### src/rtl/spi_fifo_stat.sv
module spi_fifo_stat #(
  parameter int DEPTH      = 16,
  parameter int DW         = 32,
  parameter int TX_RDY_LVL = 8,
  parameter int RX_RDY_LVL = 4,
  parameter int RX_LVL_OFS = 13,
  localparam int PW = $clog2(DEPTH),
  localparam int LW = PW + 1,
  localparam int SW = RX_LVL_OFS + LW + 2
) (
  input  logic          clk,
  input  logic          rst_n,
  input  logic          sw_rst,
  input  logic          tx_wr_en,
  input  logic [DW-1:0] tx_wr_data,
  input  logic          tx_pop,
  output logic [DW-1:0] tx_pop_data,
  input  logic          shifter_busy,
  input  logic          rx_push,
  input  logic [DW-1:0] rx_push_data,
  input  logic          rx_rd_en,
  output logic [DW-1:0] rx_rd_data,
  input  logic [6:0]    int_en,
  input  logic          pend_clr_wr,
  input  logic [4:0]    pend_clr_data,
  input  logic [9:0]    trail_reload,
  input  logic [2:0]    dma_cfg,
  output logic [SW-1:0] status,
  output logic          irq,
  output logic          tx_dma_req,
  output logic          rx_dma_req
);

  logic [DW-1:0] tx_mem [DEPTH];
  logic [DW-1:0] rx_mem [DEPTH];
  logic [PW-1:0] tx_wp, tx_rp, rx_wp, rx_rp;
  logic [LW-1:0] tx_cnt, rx_cnt;
  logic [9:0]    trail_cnt;
  logic [4:0]    pend;

  wire tx_full  = tx_cnt == LW'(DEPTH);
  wire tx_empty = tx_cnt == '0;
  wire rx_full  = rx_cnt == LW'(DEPTH);
  wire rx_empty = rx_cnt == '0;
  wire tx_rdy   = tx_cnt <= LW'(TX_RDY_LVL);
  wire rx_rdy   = rx_cnt >= LW'(RX_RDY_LVL);

  wire tx_in  = tx_wr_en & ~tx_full  & ~sw_rst;
  wire tx_out = tx_pop   & ~tx_empty & ~sw_rst;
  wire rx_in  = rx_push  & ~rx_full  & ~sw_rst;
  wire rx_out = rx_rd_en & ~rx_empty & ~sw_rst;

  function automatic logic [PW-1:0] nxt(input logic [PW-1:0] p);
    return (p == PW'(DEPTH - 1)) ? '0 : p + 1'b1;
  endfunction

  always_ff @(posedge clk) begin
    if (tx_in) tx_mem[tx_wp] <= tx_wr_data;
    if (rx_in) rx_mem[rx_wp] <= rx_push_data;
  end

  always_ff @(posedge clk or negedge rst_n) begin
    if (!rst_n) begin
      tx_wp <= '0; tx_rp <= '0; tx_cnt <= '0;
      rx_wp <= '0; rx_rp <= '0; rx_cnt <= '0;
    end else if (sw_rst) begin
      tx_wp <= '0; tx_rp <= '0; tx_cnt <= '0;
      rx_wp <= '0; rx_rp <= '0; rx_cnt <= '0;
    end else begin
      if (tx_in)  tx_wp <= nxt(tx_wp);
      if (tx_out) tx_rp <= nxt(tx_rp);
      if (rx_in)  rx_wp <= nxt(rx_wp);
      if (rx_out) rx_rp <= nxt(rx_rp);
      tx_cnt <= tx_cnt + LW'(tx_in) - LW'(tx_out);
      rx_cnt <= rx_cnt + LW'(rx_in) - LW'(rx_out);
    end
  end

  assign tx_pop_data = tx_empty ? '0 : tx_mem[tx_rp];
  assign rx_rd_data  = rx_empty ? '0 : rx_mem[rx_rp];

  wire trail_run = ~rx_empty & ~rx_rdy & (trail_cnt != '0);
  wire trail_hit = ~sw_rst & ~rx_in & trail_run & (trail_cnt == 10'd1);

  always_ff @(posedge clk or negedge rst_n) begin
    if (!rst_n)         trail_cnt <= '0;
    else if (sw_rst)    trail_cnt <= '0;
    else if (rx_in)     trail_cnt <= trail_reload;
    else if (trail_run) trail_cnt <= trail_cnt - 1'b1;
  end

  // order of both vectors: trailing, rx overrun, rx underrun, tx overrun, tx underrun
  wire [4:0] pend_set = {
    tx_pop   & tx_empty & ~sw_rst,
    tx_wr_en & tx_full  & ~sw_rst,
    rx_rd_en & rx_empty & ~sw_rst,
    rx_push  & rx_full  & ~sw_rst,
    trail_hit
  };
  wire [4:0] pend_clr = pend_clr_wr ? pend_clr_data : 5'b0;

  always_ff @(posedge clk or negedge rst_n) begin
    if (!rst_n) pend <= '0;
    else        pend <= (pend & ~pend_clr) | pend_set;
  end

  always_comb begin
    status = '0;
    status[0] = tx_rdy;
    status[1] = rx_rdy;
    status[2] = pend[4];
    status[3] = pend[3];
    status[4] = pend[2];
    status[5] = pend[1];
    status[6 +: LW] = tx_cnt;
    status[RX_LVL_OFS +: LW] = rx_cnt;
    status[RX_LVL_OFS + LW] = trail_cnt == '0;
    status[RX_LVL_OFS + LW + 1] = tx_empty & ~shifter_busy;
  end

  wire [6:0] int_src = {pend[0], pend[1], pend[2], pend[3], pend[4], rx_rdy, tx_rdy};
  assign irq = |(int_src & int_en);

  wire [LW-1:0] need   = dma_cfg[0] ? LW'(4) : LW'(1);
  wire [LW-1:0] tx_free = LW'(DEPTH) - tx_cnt;
  assign tx_dma_req = dma_cfg[1] & (tx_free >= need);
  assign rx_dma_req = dma_cfg[2] & (rx_cnt >= need);

endmodule

### config.mk
export PLATFORM = sky130hd
export DESIGN_NAME = spi_fifo_stat
export DESIGN_NICKNAME = d
export VERILOG_FILES = /design/src/rtl/spi_fifo_stat.sv
export SDC_FILE = /design/constraint.sdc
export NUM_CORES = 1
export LEC_CHECK = 0
export ABC_AREA = 1
export BUFFER_PORTS_ARGS = -buffer_cell sky130_fd_sc_hd__buf_2
export CAP_MARGIN = 20
export CORE_UTILIZATION = 45
export DETAILED_ROUTE_END_ITERATION = 10
export HOLD_SLACK_MARGIN = 0.06
export PLACE_DENSITY = 0.7
export SLEW_MARGIN = 20
export SYNTH_ARGS = -nofsm -noshare
export SYNTH_HDL_FRONTEND = slang
export SYNTH_SLANG_ARGS = --single-unit
### constraint.sdc
create_clock -name clk -period 4.7 [get_ports clk]
set_input_delay 0 -clock clk [delete_from_list [all_inputs] [get_ports clk]]
set_output_delay 0 -clock clk [all_outputs]
set_load 0.01 [all_outputs]
# Word level (Yosys, flattened, before mapping)
# Memory sizes are Yosys's and may differ from the RTL's.
# Index checks and enable logic that the tools add are counted.
dict set report totals {
  ramBits 1024
  reg_bits 41
  output_inout_bits 87
  word_cells 102
  memories 2
  inputBits 98
}
dict set report op_classes {
  magnitude_cmp 4
  muxes 25
  n_eq_ne 7
  reduce_logical 10
  n_bitwise 36
  addsub 10
}
# name words word_bits read_ports rd_ports_with_merged_regs write_ports line_no
set memory_table {}
lappend memory_table {rx_mem 16 32 1 0 1 35} ;# logic [DW-1:0] rx_mem [DEPTH];
lappend memory_table {tx_mem 16 32 1 0 1 34} ;# logic [DW-1:0] tx_mem [DEPTH];
# cell count
set op_table {}
lappend op_table {{32-bit two-way mux} 2}
lappend op_table {{4-bit two-way mux} 12}
lappend op_table {{10-bit two-way mux} 3}
lappend op_table {{1-bit AND} 24}
lappend op_table {{4-bit by 1-bit adder with 4-bit output, second input constant} 4}
lappend op_table {{4-bit == test, second input constant} 4}
lappend op_table {{5-bit two-way mux} 3}
lappend op_table {{5-bit by 1-bit adder with 5-bit output} 2}
lappend op_table {{10-bit by 1-bit == test with 1-bit output, second input constant} 1}
lappend op_table {{5-bit == test, second input constant} 2}
lappend op_table {{5-bit by 3-bit greater-or-equal comparator with 1-bit output} 2}
lappend op_table {{10-bit logical NOT} 1}
lappend op_table {{5-bit logical NOT} 2}
lappend op_table {{10-bit nonzero test} 1}
lappend op_table {{10-bit by 1-bit subtractor with 10-bit output, second input constant} 1}
lappend op_table {{5-bit by 1-bit subtractor with 5-bit output} 2}
lappend op_table {{1-bit NOT} 8}
lappend op_table {{2-bit nonzero test} 4}
lappend op_table {{7-bit AND} 1}
lappend op_table {{7-bit OR reduction} 1}
lappend op_table {{5-bit AND} 1}
lappend op_table {{5-bit by 3-bit greater-or-equal comparator with 1-bit output, second input constant} 1}
lappend op_table {{5-bit by 4-bit less-or-equal comparator with 1-bit output, second input constant} 1}
lappend op_table {{5-bit NOT} 1}
lappend op_table {{other kinds (5)} 8}

# Longest topological paths before layout
dict set report depth {
  ltp_word 9
  mapped_depth 16
  mapped_depth_nobuf 16
}

# Least setup slack after synthesis
# No wires, ideal clock.
dict set report synth_timing {
  kind {flip-flop to flip-flop}
  startpoint {register tx_cnt[1]}
  endpoint {memory tx_mem[15][0], enable pin}
  path_stages_with_launch 9
  path_buffers 0
  setup_ns 0.468
  required_time_ns 4.232
  arrival_ns 3.785
  setup_slack_ns 0.448
  period_less_slack_ns 4.252
  cell_sequence {dfrtp_1 > inv_1 > ha_1 > nand2_1 > inv_1 > ha_1 > nor2_2 > nand2_1 > nor3b_1}
}
dict set report synth_via {
  elab_chain_len 6
}
# item line_no
set synth_rtl {}
lappend synth_rtl {{start, declared} 37} ;# logic [LW-1:0] tx_cnt, rx_cnt;
lappend synth_rtl {{start signal, assigned} 74} ;# tx_cnt <= tx_cnt + LW'(tx_in) - LW'(tx_out);
lappend synth_rtl {{5-bit == test} 41} ;# wire tx_full = tx_cnt == LW'(DEPTH);
lappend synth_rtl {{1-bit NOT} 48} ;# wire tx_in = tx_wr_en & ~tx_full & ~sw_rst;
lappend synth_rtl {{1-bit AND (2 in a row)} 48}
lappend synth_rtl {{1-bit two-way mux} 58} ;# if (tx_in) tx_mem[tx_wp] <= tx_wr_data;
lappend synth_rtl {{1-bit two-way mux (not written as such)} 58}
lappend synth_rtl {{end, declared} 34}
# No other way between the ends.

# Final worst setup path
dict set report layout_timing {
  startpoint {register tx_rp[3]}
  endpoint {output tx_pop_data[24]}
}
dict set report layout_via {
  elab_chain_len 2
}
# item line_no
set layout_rtl {}
lappend layout_rtl {{start, declared} 36} ;# logic [PW-1:0] tx_wp, tx_rp, rx_wp, rx_rp;
lappend layout_rtl {{start signal, assigned} 71} ;# if (tx_out) tx_rp <= nxt(tx_rp);
lappend layout_rtl {{memory read 16 x 32 bit} -}
lappend layout_rtl {{32-bit two-way mux} 79} ;# assign tx_pop_data = tx_empty ? '0 : tx_mem[tx_rp];
lappend layout_rtl {{end, declared} 17} ;# output logic [DW-1:0] tx_pop_data,
# No other way between the ends.

==> flow_metrics.py <==
metrics = {
    "route": {
        "drt_iter0_markers": 3179,
        "ant_nets": 0,
        "vias": 30300,
        "post_drt_wl_per_cell_microns": 19.6,
        "drc_errors": 0,
        "viasPerCell": 5.34,
        "wl_microns": 111000,
        "drt-pass1-iter-count": 6,
    },
    "place": {
        "dpl.cell_count": 5359,
        "io_buffer_count": 182,
        "place.gp.congestion": 0.837,
        "hpwl_microns": 61200,
        "dp_slack_ns": 1.43,
    },
    "synthesis": {
        "synthArstFlopShare_pct": 3.85,
        "syn_inst": 4064,
        "yosysSeqAreaShare_pct": 70.5,
        "avgSynthCellArea_sq_um": 11.1,
        "synth-edff-count": 1024,
        "ys_seq_elements": 1065,
        "synthFlopType": "edfxtp_1",
        "synthesis.area_sq_um": 45100,
        "ys_warn_count": 0,
        "yosysUniqueCellTypes": 46,
    },
    "timing": {
        "clock_skew_ns": 0.0354,
        "final.setup.tns_ns": 0,
        "setup_viol": 0,
        "maxSlewViolCount": 0,
        "final_hold_viol_count": 0,
        "finalCriticalPeriod_ns": 3.57,
        "rsz0062_at_grt": "false",
        "maxSlewHeadroom_pct": 25.4,
        "fin_ws_ns": 1.13,
        "fin_crit_sh_pct": 76.0,
        "max_slew.worst_pin.slew_ns": 1.12,
        "max_freq_ghz": 0.280,
    },
    "floorplanning": {
        "die_h_microns": 318,
        "die_x_microns": 318,
        "core_area_sq_um": 98900,
        "initial_core_util_pct": 45.6,
        "ios": 185,
        "dieArea_sq_um": 101000,
        "rows": 115,
    },
    "clock_network": {
        "cts_hold_buf": 107,
        "clk_latency_ns": 0.69,
        "cts_buffers": 105,
        "htree_levels": 3,
        "clockBufferDepth": 3,
        "root_buffer": "clkbuf_16",
        "ctsResizeCount": 0,
        "cts_tree": "done",
        "cts_setup_buffers": 0,
        "cts_sinks": 1065,
        "clk_transition_reported_paths_ns": 0.06,
    },
    "layout": {
        "diodes": 0,
        "layout-drive-gt1-share_pct": 10.5,
        "fin_nets": 4427,
        "area_delta_synth_final_pct": 15.2,
        "post-route-util_pct": 52.5,
        "instances_no_fill": 5669,
    },
    "global_route": {
        "antenna_found_initial": 6,
        "grt_pass1_wl_microns": 171000,
        "grt_usage_pct": 21.7,
        "grt_overflow": 0,
        "grt_max_degree": 218,
        "grt_pass1_vias": 29700,
    },
    "setup_path": {
        "crit_start": "tx_rp[3]$_DFFE_PN0P_",
        "r2r_slack_ns": 1.27,
        "reg2reg_from": "rx_cnt[2]$_DFF_PN0_",
        "path_class": "flop to primary output",
        "worstPathArrival_ns": 3.57,
        "worst-path-max-fanout": 35,
        "worst_setup_path_end_kind": "primary output",
        "cp-start-kind": "flop",
        "cp_data_required_time_ns": 4.70,
        "worstRegToRegCells": 11,
        "reg2reg_to": "trail_cnt[9]$_DFFE_PN0P_",
    },
    "min_path": {
        "hold_depth": 4,
        "min_path_type": "input port to flop",
        "hp-start": "pend_clr_data[4]",
        "whs_endpoint": "pend[4]$_DFF_PN0_",
    },
    "power_and_ir_drop": {
        "p_total_mw": 25.8,
        "peakVddDrop_mv": 0.380,
        "power_leakage_nw": 20.6,
        "powerDensity_nw_per_um2": 497,
    },
    "run_status": {
        "status": "complete, no violations",
    },
    "run": {
        "cap_violations": 0,
    },
}
-- placed cells by master (no fill, tap or decap), types with 4 or more instances in the layout --
master / synthesis / routed
dlygate4sd3_1: 0 / 106
nand2_2: 7 / 7
buf_2: 123 / 182
inv_1: 317 / 314
clkbuf_16: 0 / 105
nand3_1: 475 / 475
clkinv_2: 2 / 18
o21ai_0: 50 / 50
nand2_1: 1401 / 1400
clkinv_1: 0 / 27
nor2_1: 148 / 123
buf_4: 34 / 41
clkinvlp_4: 0 / 5
buf_12: 0 / 8
dfrtp_1: 41 / 35
nor3_2: 0 / 6
o21ai_1: 15 / 15
nor3_1: 41 / 35
a21oi_1: 201 / 201
dfrtp_4: 0 / 4
nor2_4: 3 / 28
nand3b_1: 32 / 32
inv_2: 6 / 8
bufinv_16: 0 / 15
ha_1: 35 / 34
xor2_1: 4 / 4
edfxtp_1: 1024 / 1024
buf_16: 0 / 8
clkbuf_1: 37 / 20
o22ai_1: 5 / 5
-- routing by layer --
layer | track usage (%) | share of wire [%] | up-vias
met3 | 3.85 | 7.5 | 172
met2 | 34.9 | 47 | 1192
li1 | - | - | 14200
met5 | 0 | 0.043 | -
met1 | 30.0 | 43 | 14700
met4 | 6.78 | 2.4 | 8
-- worst max-delay path by stage --
stage	to	slack, ns	cells after the start
2_1_floorplan	tx_mem[15][0]$_DFFE_PP_	0.45	8
3_3_place_gp	tx_cnt[4]$_DFF_PN0_	1.49	16
3_5_place_dp	tx_cnt[4]$_DFF_PN0_	1.43	16
4_1_cts	rx_rd_data[25]	1.14	9
5_1_grt	rx_rd_data[29]	0.93	8
6_report	tx_pop_data[24]	1.13	5
-- synth_stat cells, types with 2 or more instances --
| cell type | instances | area [sq um] |
|---|---|---|
| a21boi_0 | 2 | 15.0 |
| a21oi_1 | 201 | 1010 |
| a31oi_1 | 2 | 12.5 |
| a32o_1 | 2 | 20.0 |
| buf_1 | 17 | 63.8 |
| buf_2 | 123 | 616 |
| buf_4 | 34 | 255 |
| buf_6 | 13 | 146 |
| clkbuf_1 | 37 | 139 |
| clkinv_2 | 2 | 10.0 |
| dfrtp_1 | 41 | 1030 |
| edfxtp_1 | 1024 | 30700 |
| fa_1 | 2 | 40.0 |
| ha_1 | 35 | 438 |
| inv_1 | 317 | 1190 |
| inv_2 | 6 | 22.5 |
| inv_4 | 2 | 12.5 |
| nand2_1 | 1401 | 5260 |
| nand2_2 | 7 | 43.8 |
| nand3_1 | 475 | 2380 |
| nand3b_1 | 32 | 240 |
| nand4_1 | 2 | 12.5 |
| nor2_1 | 148 | 556 |
| nor2_2 | 2 | 12.5 |
| nor2_4 | 3 | 33.8 |
| nor3_1 | 41 | 205 |
| o21ai_0 | 50 | 250 |
| o21ai_1 | 15 | 75.1 |
| o21ai_2 | 3 | 26.3 |
| o22ai_1 | 5 | 31.3 |
| xnor2_1 | 2 | 17.5 |
| xor2_1 | 4 | 35.0 |
-- critical path, stage by stage, from the launching register on --
cell and delay, ns:
dfrtp_2 0.98, clkinv_1 0.91, buf_4 0.50, nand3_1 0.12
a21oi_1 0.15, buf_2 0.20
-- stage by stage --
step	hold WS (ns)	instance area, sq um
finish	0.139	51900
global route	0.152	51900
CTS	0.0939	51800
detailed placement	0.229	47100
global placement	0.227	47000
floorplan	-0.296	45100
-- where the power goes --
| group | switching (mW) | leakage, nW | internal (mW) | total [mW] |
|---|---|---|---|---|
| Sequential | 0.266 | 9.76 | 10.7 | 10.9 |
| Combinational | 4.35 | 9.08 | 1.92 | 6.27 |
| Clock | 3.64 | 1.72 | 4.97 | 8.61 |
| Total | 8.25 | 20.6 | 17.5 | 25.8 |
-- layout make-up --
cell class                      count  area (sq um)
Fill cell                        8127         46900
Inverter                          327          1240
Clock inverter                     72           858
Multi-Input combinational cell   2448         11100
Timing Repair Buffer              345          2660
Clock buffer                      125          2700
Sequential cell                  1065         31800
Tap cell                         1287          1610
-- state kept, by name, summed over array words and instances, names as in the netlist --
signal and flops:
pend 5, rx_cnt 5, rx_mem 512, rx_rp 4, rx_wp 4, trail_cnt 10
tx_cnt 5, tx_mem 512, tx_rp 4, tx_wp 4
-- cell families (layout without fill, tap and decap cells) --
kind of cell    Yosys count  count (layout)  share of synthesized area [%]
fa+ha+maj                37              37                           1.06
mux                       1               1                         0.0222
compound gates          287             287                           3.32
simple gates           2115            2115                           19.5
other cells               1               2                        0.00832
flops                  1065            1065                           70.5
buf+inv                 552             869                           5.48
xor+xnor                  6               6                          0.117
No activity file was read; power rests on OpenSTA's default activity.
